$ cat src/rtl/can_bs_pkg.sv
package can_bs_pkg;
    typedef enum logic {
        ST_IDLE = 1'b0,
        ST_RUN  = 1'b1
    } cbs_state_e;
endpackage

$ cat src/rtl/cbs_elapsed_ctr.sv
// Counts clock edges since the frame origin; the value names the edge being evaluated.
module cbs_elapsed_ctr #(
    parameter int CNT_W = 21
) (
    input  logic             clk,
    input  logic             rst,
    input  logic             load,
    input  logic             en,
    output logic [CNT_W-1:0] count
);
    always_ff @(posedge clk) begin
        if (rst) begin
            count <= '0;
        end else if (load) begin
            count <= CNT_W'(1);
        end else if (en) begin
            count <= count + CNT_W'(1);
        end
    end
endmodule

$ cat src/rtl/cbs_target_acc.sv
// Fixed-point running target: starts at the offset, adds one period per sample.
module cbs_target_acc #(
    parameter int INT_W  = 12,
    parameter int FRAC_W = 16,
    parameter int CNT_W  = 21
) (
    input  logic                    clk,
    input  logic                    rst,
    input  logic                    load,
    input  logic                    step,
    input  logic [INT_W+FRAC_W-1:0] period,
    input  logic [INT_W-1:0]        offset,
    output logic [CNT_W-1:0]        target_int
);
    localparam int PER_W = INT_W + FRAC_W;
    localparam int TGT_W = CNT_W + FRAC_W;

    logic [PER_W-1:0] per_q;
    logic [TGT_W-1:0] acc_q;

    always_ff @(posedge clk) begin
        if (rst) begin
            per_q <= '0;
            acc_q <= '0;
        end else if (load) begin
            per_q <= period;
            acc_q <= TGT_W'({offset, {FRAC_W{1'b0}}});
        end else if (step) begin
            acc_q <= acc_q + TGT_W'(per_q);
        end
    end

    assign target_int = acc_q[TGT_W-1:FRAC_W];
endmodule

$ cat src/rtl/can_bit_sampler.sv
module can_bit_sampler #(
    parameter int INT_W  = 12,
    parameter int FRAC_W = 16,
    parameter int IDX_W  = 8
) (
    input  logic                    clk,
    input  logic                    rst,
    input  logic                    rx,
    input  logic                    frame_done,
    input  logic [INT_W+FRAC_W-1:0] bit_period,
    input  logic [INT_W-1:0]        sample_offset,
    output logic                    bit_valid,
    output logic                    bit_value,
    output logic [IDX_W-1:0]        bit_index
);
    import can_bs_pkg::*;

    localparam int CNT_W = INT_W + IDX_W + 1;

    cbs_state_e       state, state_nx;
    logic [CNT_W-1:0] elapsed;
    logic [CNT_W-1:0] due_edge;
    logic [IDX_W-1:0] seq_q;
    logic             start;
    logic             hit;
    logic             take;

    assign start = (state == ST_IDLE) && !rx;
    assign hit   = (state == ST_RUN) && (elapsed == due_edge);
    assign take  = hit && !frame_done;

    cbs_elapsed_ctr #(.CNT_W(CNT_W)) i_elapsed (
        .clk   (clk),
        .rst   (rst),
        .load  (start),
        .en    (state == ST_RUN),
        .count (elapsed)
    );

    cbs_target_acc #(.INT_W(INT_W), .FRAC_W(FRAC_W), .CNT_W(CNT_W)) i_target (
        .clk        (clk),
        .rst        (rst),
        .load       (start),
        .step       (hit),
        .period     (bit_period),
        .offset     (sample_offset),
        .target_int (due_edge)
    );

    always_comb begin
        state_nx = state;
        unique case (state)
            ST_IDLE: if (!rx)       state_nx = ST_RUN;
            ST_RUN:  if (frame_done) state_nx = ST_IDLE;
            default: state_nx = ST_IDLE;
        endcase
    end

    always_ff @(posedge clk) begin
        if (rst) begin
            state <= ST_IDLE;
        end else begin
            state <= state_nx;
        end
    end

    always_ff @(posedge clk) begin
        if (rst) begin
            bit_valid <= 1'b0;
            bit_value <= 1'b1;
            bit_index <= '0;
            seq_q     <= '0;
        end else begin
            bit_valid <= take;
            if (start) begin
                seq_q <= '0;
            end else if (take) begin
                bit_value <= rx;
                bit_index <= seq_q;
                seq_q     <= seq_q + IDX_W'(1);
            end
        end
    end
endmodule

$ cat config.mk
export PLATFORM = sky130hd
export DESIGN_NAME = can_bit_sampler
export DESIGN_NICKNAME = d
export VERILOG_FILES = /design/src/rtl/can_bs_pkg.sv /design/src/rtl/cbs_elapsed_ctr.sv /design/src/rtl/cbs_target_acc.sv /design/src/rtl/can_bit_sampler.sv
export SDC_FILE = /design/constraint.sdc
export NUM_CORES = 1
export LEC_CHECK = 0
export BUFFER_PORTS_ARGS = -buffer_cell sky130_fd_sc_hd__clkbuf_2
export CORE_MARGIN = 1
export CORE_UTILIZATION = 30
export CTS_CLUSTER_DIAMETER = 150
export DETAILED_ROUTE_END_ITERATION = 12
export GPL_ROUTABILITY_DRIVEN = 0
export SETUP_SLACK_MARGIN = 0.02
export SLEW_MARGIN = 30
export SYNTH_ARGS = -nofsm -noshare
export SYNTH_HDL_FRONTEND = slang
export SYNTH_SLANG_ARGS = --single-unit
$ cat constraint.sdc
create_clock -name clk -period 3 [get_ports clk]
set_clock_uncertainty 0.15 [all_clocks]
set_input_delay 0.3 -clock clk [delete_from_list [all_inputs] [get_ports clk]]
set_output_delay 0.3 -clock clk [all_outputs]
set_load 0.05 [all_outputs]
==> flow_metrics.env <==
export IMPL_setup_repair_after_global_routing_missed_its_margin="no"
export IMPL_number_of_global_route_vias_before_repair=4963
export IMPL_cts_htree_levels=3
export IMPL_sink_count_of_the_clock_tree=105
export IMPL_die_boundary_height_um=144
export IMPL_worst_slew_margin_rel=0.456
export IMPL_end_kind="flop"
export IMPL_yosys_cell_count_top_type="sky130_fd_sc_hd__dfxtp_1"
export IMPL_initial_utilization=0.308
export IMPL_leakage_power_nw=2.65
export IMPL_areaGrowthSynthToFinish_pct=15.1
export IMPL_cells_along_the_critical_path="ha_1, fa_1, a211oi_2, o21bai_2, a41oi_2, nor4_2, a2111oi_2, o311a_4, mux2_4, a21oi_2"
export IMPL_postSynthNetCount=811
export IMPL_status="finished, final reports clean"
export IMPL_synth_main_ff_cell="sky130_fd_sc_hd__dfxtp_1"
export IMPL_grt_busiest_layer="met2"
export IMPL_total_number_of_vias=5278
export IMPL_met2_usage=0.235
export IMPL_io_pins=54
export IMPL_row_count=51
export IMPL_fmax_mhz=349
export IMPL_syn_inst=736
export IMPL_dieArea_um2=20700
export IMPL_timing_worst_slew_pin_value_ns=0.812
export IMPL_worstRegToRegCells=10
export IMPL_groute_layer_met3_usage=0.0303
export IMPL_final_hold_viol_count=0
export IMPL_r2r_end="i_target.acc_q[24]$_SDFFE_PP0P_"
export IMPL_arrival_ns=3.01
export IMPL_worstPathRequired_ns=3.14
export IMPL_synth_async_reset_ratio=0
export IMPL_vdd_ir_drop_max_uv=235
export IMPL_slowest_delay_ns=0.41
export IMPL_grt_max_degree=60
export IMPL_cap_violations=0
export IMPL_clk_transition_reported_paths_ns=0.07
export IMPL_criticalPathCategory="flop to flop"
export IMPL_synthesized_area_per_cell_um2=8.20
export IMPL_finalSetupTns_ns=0
export IMPL_drt_vias_per_instance=5.03
export IMPL_crit_fanout=3
export IMPL_ff2ff_setup_slack_ns=0.13
export IMPL_drt_drc_violations_left=0
export IMPL_final_setup_viol_count=0
export IMPL_ys_top_cells_by_count="105 x sky130_fd_sc_hd__dfxtp_1, 103 x sky130_fd_sc_hd__nand2_1, 79 x sky130_fd_sc_hd__a21oi_1"
export IMPL_power_density_nw_per_um2=437
export IMPL_finish_net_count=854
export IMPL_critPathLaunchType="flop"
export IMPL_postRouteAntennaNets=0
export IMPL_synth_yosys_warnings=0
export IMPL_global_route_overflow_total=0
export IMPL_synth_yosys_seq_area_share=0.348
export IMPL_insertion_delay_ns=0.36
export IMPL_core_footprint_um2=19600
export IMPL_portBuffers=53
export IMPL_synth_lib_cells_used_distinct=67
export IMPL_holdCritPathClass="input pin to flop"
export IMPL_worst_r2r_startpoint="i_target.acc_q[0]$_SDFFE_PP0P_"
export IMPL_grt_util_met1=0.217
export IMPL_whs_path_depth=3
export IMPL_drtPass1Iterations=5
export IMPL_postSynthRegisterBits=105
export IMPL_cts_tree="done"
export IMPL_final_cell_count_no_fill=1049
export IMPL_routed_wirelength_mm=15.2
export IMPL_cts_made_buffers=9
export IMPL_die_w_um=144
export IMPL_cts_root_to_sink_buffers=2
export IMPL_post_route_cells_drive_above_1_share=0.134
export IMPL_holdPathEnd="i_target.per_q[4]$_SDFFE_PP0P_"
export IMPL_clock_root_buffer="sky130_fd_sc_hd__clkbuf_16"
export IMPL_detail_route_iter0_violations=319
export IMPL_postCtsSetupRepairBufs=0
export IMPL_finalCriticalPeriod_ns=2.87
export IMPL_hold_path_startpoint="bit_period[4]"
export IMPL_antenna_found_initial=0
export IMPL_grt_pass1_wl_mm=25.0
export IMPL_detail_route_wl_per_cell_um=14.5
export IMPL_timing_critical_path_slowest_stage_cell="sky130_fd_sc_hd__fa_1"
export IMPL_post_place_cells=1027
export IMPL_number_of_flops_mapped_to_enable_cells_by_yosys=0
export IMPL_finalMaxSlewViolations=0
export IMPL_final_min_period_over_clock_period=0.956
export IMPL_total_global_route_track_usage=0.155
export IMPL_ys_top_cells_by_area="sky130_fd_sc_hd__dfxtp_1 35%, sky130_fd_sc_hd__a21oi_1 6.5%, sky130_fd_sc_hd__nand2_1 6.4%, sky130_fd_sc_hd__ha_1 6.2%, sky130_fd_sc_hd__xnor2_1 4.9%"
export IMPL_dp_final_hpwl_mm=11.2
export IMPL_netlist_top_cell_by_area="sky130_fd_sc_hd__dfxtp_1"
export IMPL_syn_area_um2=6040
export IMPL_synth_top_cell_area_share=0.348
export IMPL_diodes=0
==> flip-flops by register name, summed over array words and instances, names as in the netlist <==
register,count
seq_q,8
i_target.acc_q,37
i_elapsed.count,21
bit_value,1
bit_index,8
bit_valid,1
state,1
i_target.per_q,28
==> power by group <==
group          internal (mW)  switching (mW)
Sequential              1.43          0.0355
Clock                  0.586           0.587
Combinational          0.156           0.240
Total                   2.18           0.862
==> cells by family after synthesis <==
group                    synth area share
AND/OR/NAND/NOR                     0.220
buffers and inverters              0.0363
AO/OA/AOI/OAI                       0.196
XOR/XNOR                           0.0870
adder cells (fa/ha/maj)            0.0655
flip-flops                          0.348
multiplexers                       0.0475
==> critical path, delay by kind of cell (launching register included) <==
family          cells  cell delay [ns]
compound gates      6             1.29
fa+ha+maj           2             0.64
flops               1             0.32
mux                 1             0.30
simple gates        1             0.09
==> through the flow <==
stage,total power [mW],setup WS (ns),hold WS [ns],area (um^2),util
detailed placement,1.89,0.0400,0.303,6600,0.337
floorplan,1.76,0.0986,0.226,6040,-
finish,3.04,0.131,0.0106,6950,0.355
global route,3.17,0.0284,0.00921,6950,0.355
global placement,1.89,0.0699,0.304,6600,0.337
CTS,3.07,0.0813,0.000757,6940,0.354
==> cell type report <==
type / instances / area [um^2]
multi-input combinational: 578 / 3730
clock inverter: 6 / 58.8
inverter: 10 / 37.5
tap: 265 / 332
timing repair buffer: 75 / 458
sequential: 105 / 2100
clock buffer: 10 / 229
fill: 2091 / 12600
==> layer usage <==
layer	share of wire	wire [um]
met1	0.51	7750
met2	0.43	6570
met3	0.037	564
met4	0.020	309
met5	0	0
==> timing repair <==
action	4_1_cts	5_1_grt
hold buffers	6	0
setup endpoints to repair	1	2
hold endpoints to repair	6	0
pin swaps	1	3
resized for setup	0	1
cloned	0	0
==> cell usage in the layout, fill, tap and decap left out, types with 7 or more instances in the layout <==
cell type,netlist,routed
sky130_fd_sc_hd__or3_1,10,10
sky130_fd_sc_hd__mux2i_1,26,26
sky130_fd_sc_hd__nor2_1,66,65
sky130_fd_sc_hd__inv_1,10,10
sky130_fd_sc_hd__nand2_1,103,103
sky130_fd_sc_hd__nor2b_1,7,7
sky130_fd_sc_hd__xor2_1,26,26
sky130_fd_sc_hd__xnor2_1,34,34
sky130_fd_sc_hd__clkbuf_2,1,53
sky130_fd_sc_hd__ha_1,30,30
sky130_fd_sc_hd__a21o_1,16,16
sky130_fd_sc_hd__a21oi_1,79,79
sky130_fd_sc_hd__clkbuf_16,0,9
sky130_fd_sc_hd__o21ai_0,25,25
sky130_fd_sc_hd__dfxtp_1,105,105
sky130_fd_sc_hd__a22oi_1,11,11
sky130_fd_sc_hd__nand3_1,19,19
sky130_fd_sc_hd__and3_1,11,11
sky130_fd_sc_hd__nand4_1,24,24
sky130_fd_sc_hd__buf_4,1,15
==> worst max path at each step <==
stage	slack, ns	endpoint	from
2_1_floorplan	0.1	i_target.acc_q[24]$_SDFFE_PP0P_	i_target.acc_q[0]$_SDFFE_PP0P_
3_3_place_gp	0.07	i_target.acc_q[24]$_SDFFE_PP0P_	i_target.acc_q[0]$_SDFFE_PP0P_
3_5_place_dp	0.04	i_target.acc_q[24]$_SDFFE_PP0P_	i_target.acc_q[0]$_SDFFE_PP0P_
4_1_cts	0.08	i_target.acc_q[24]$_SDFFE_PP0P_	i_target.acc_q[0]$_SDFFE_PP0P_
5_1_grt	0.03	i_target.acc_q[24]$_SDFFE_PP0P_	i_target.acc_q[0]$_SDFFE_PP0P_
6_report	0.13	i_target.acc_q[24]$_SDFFE_PP0P_	i_target.acc_q[0]$_SDFFE_PP0P_
Note: power is estimated with default switching activity, not from simulation.
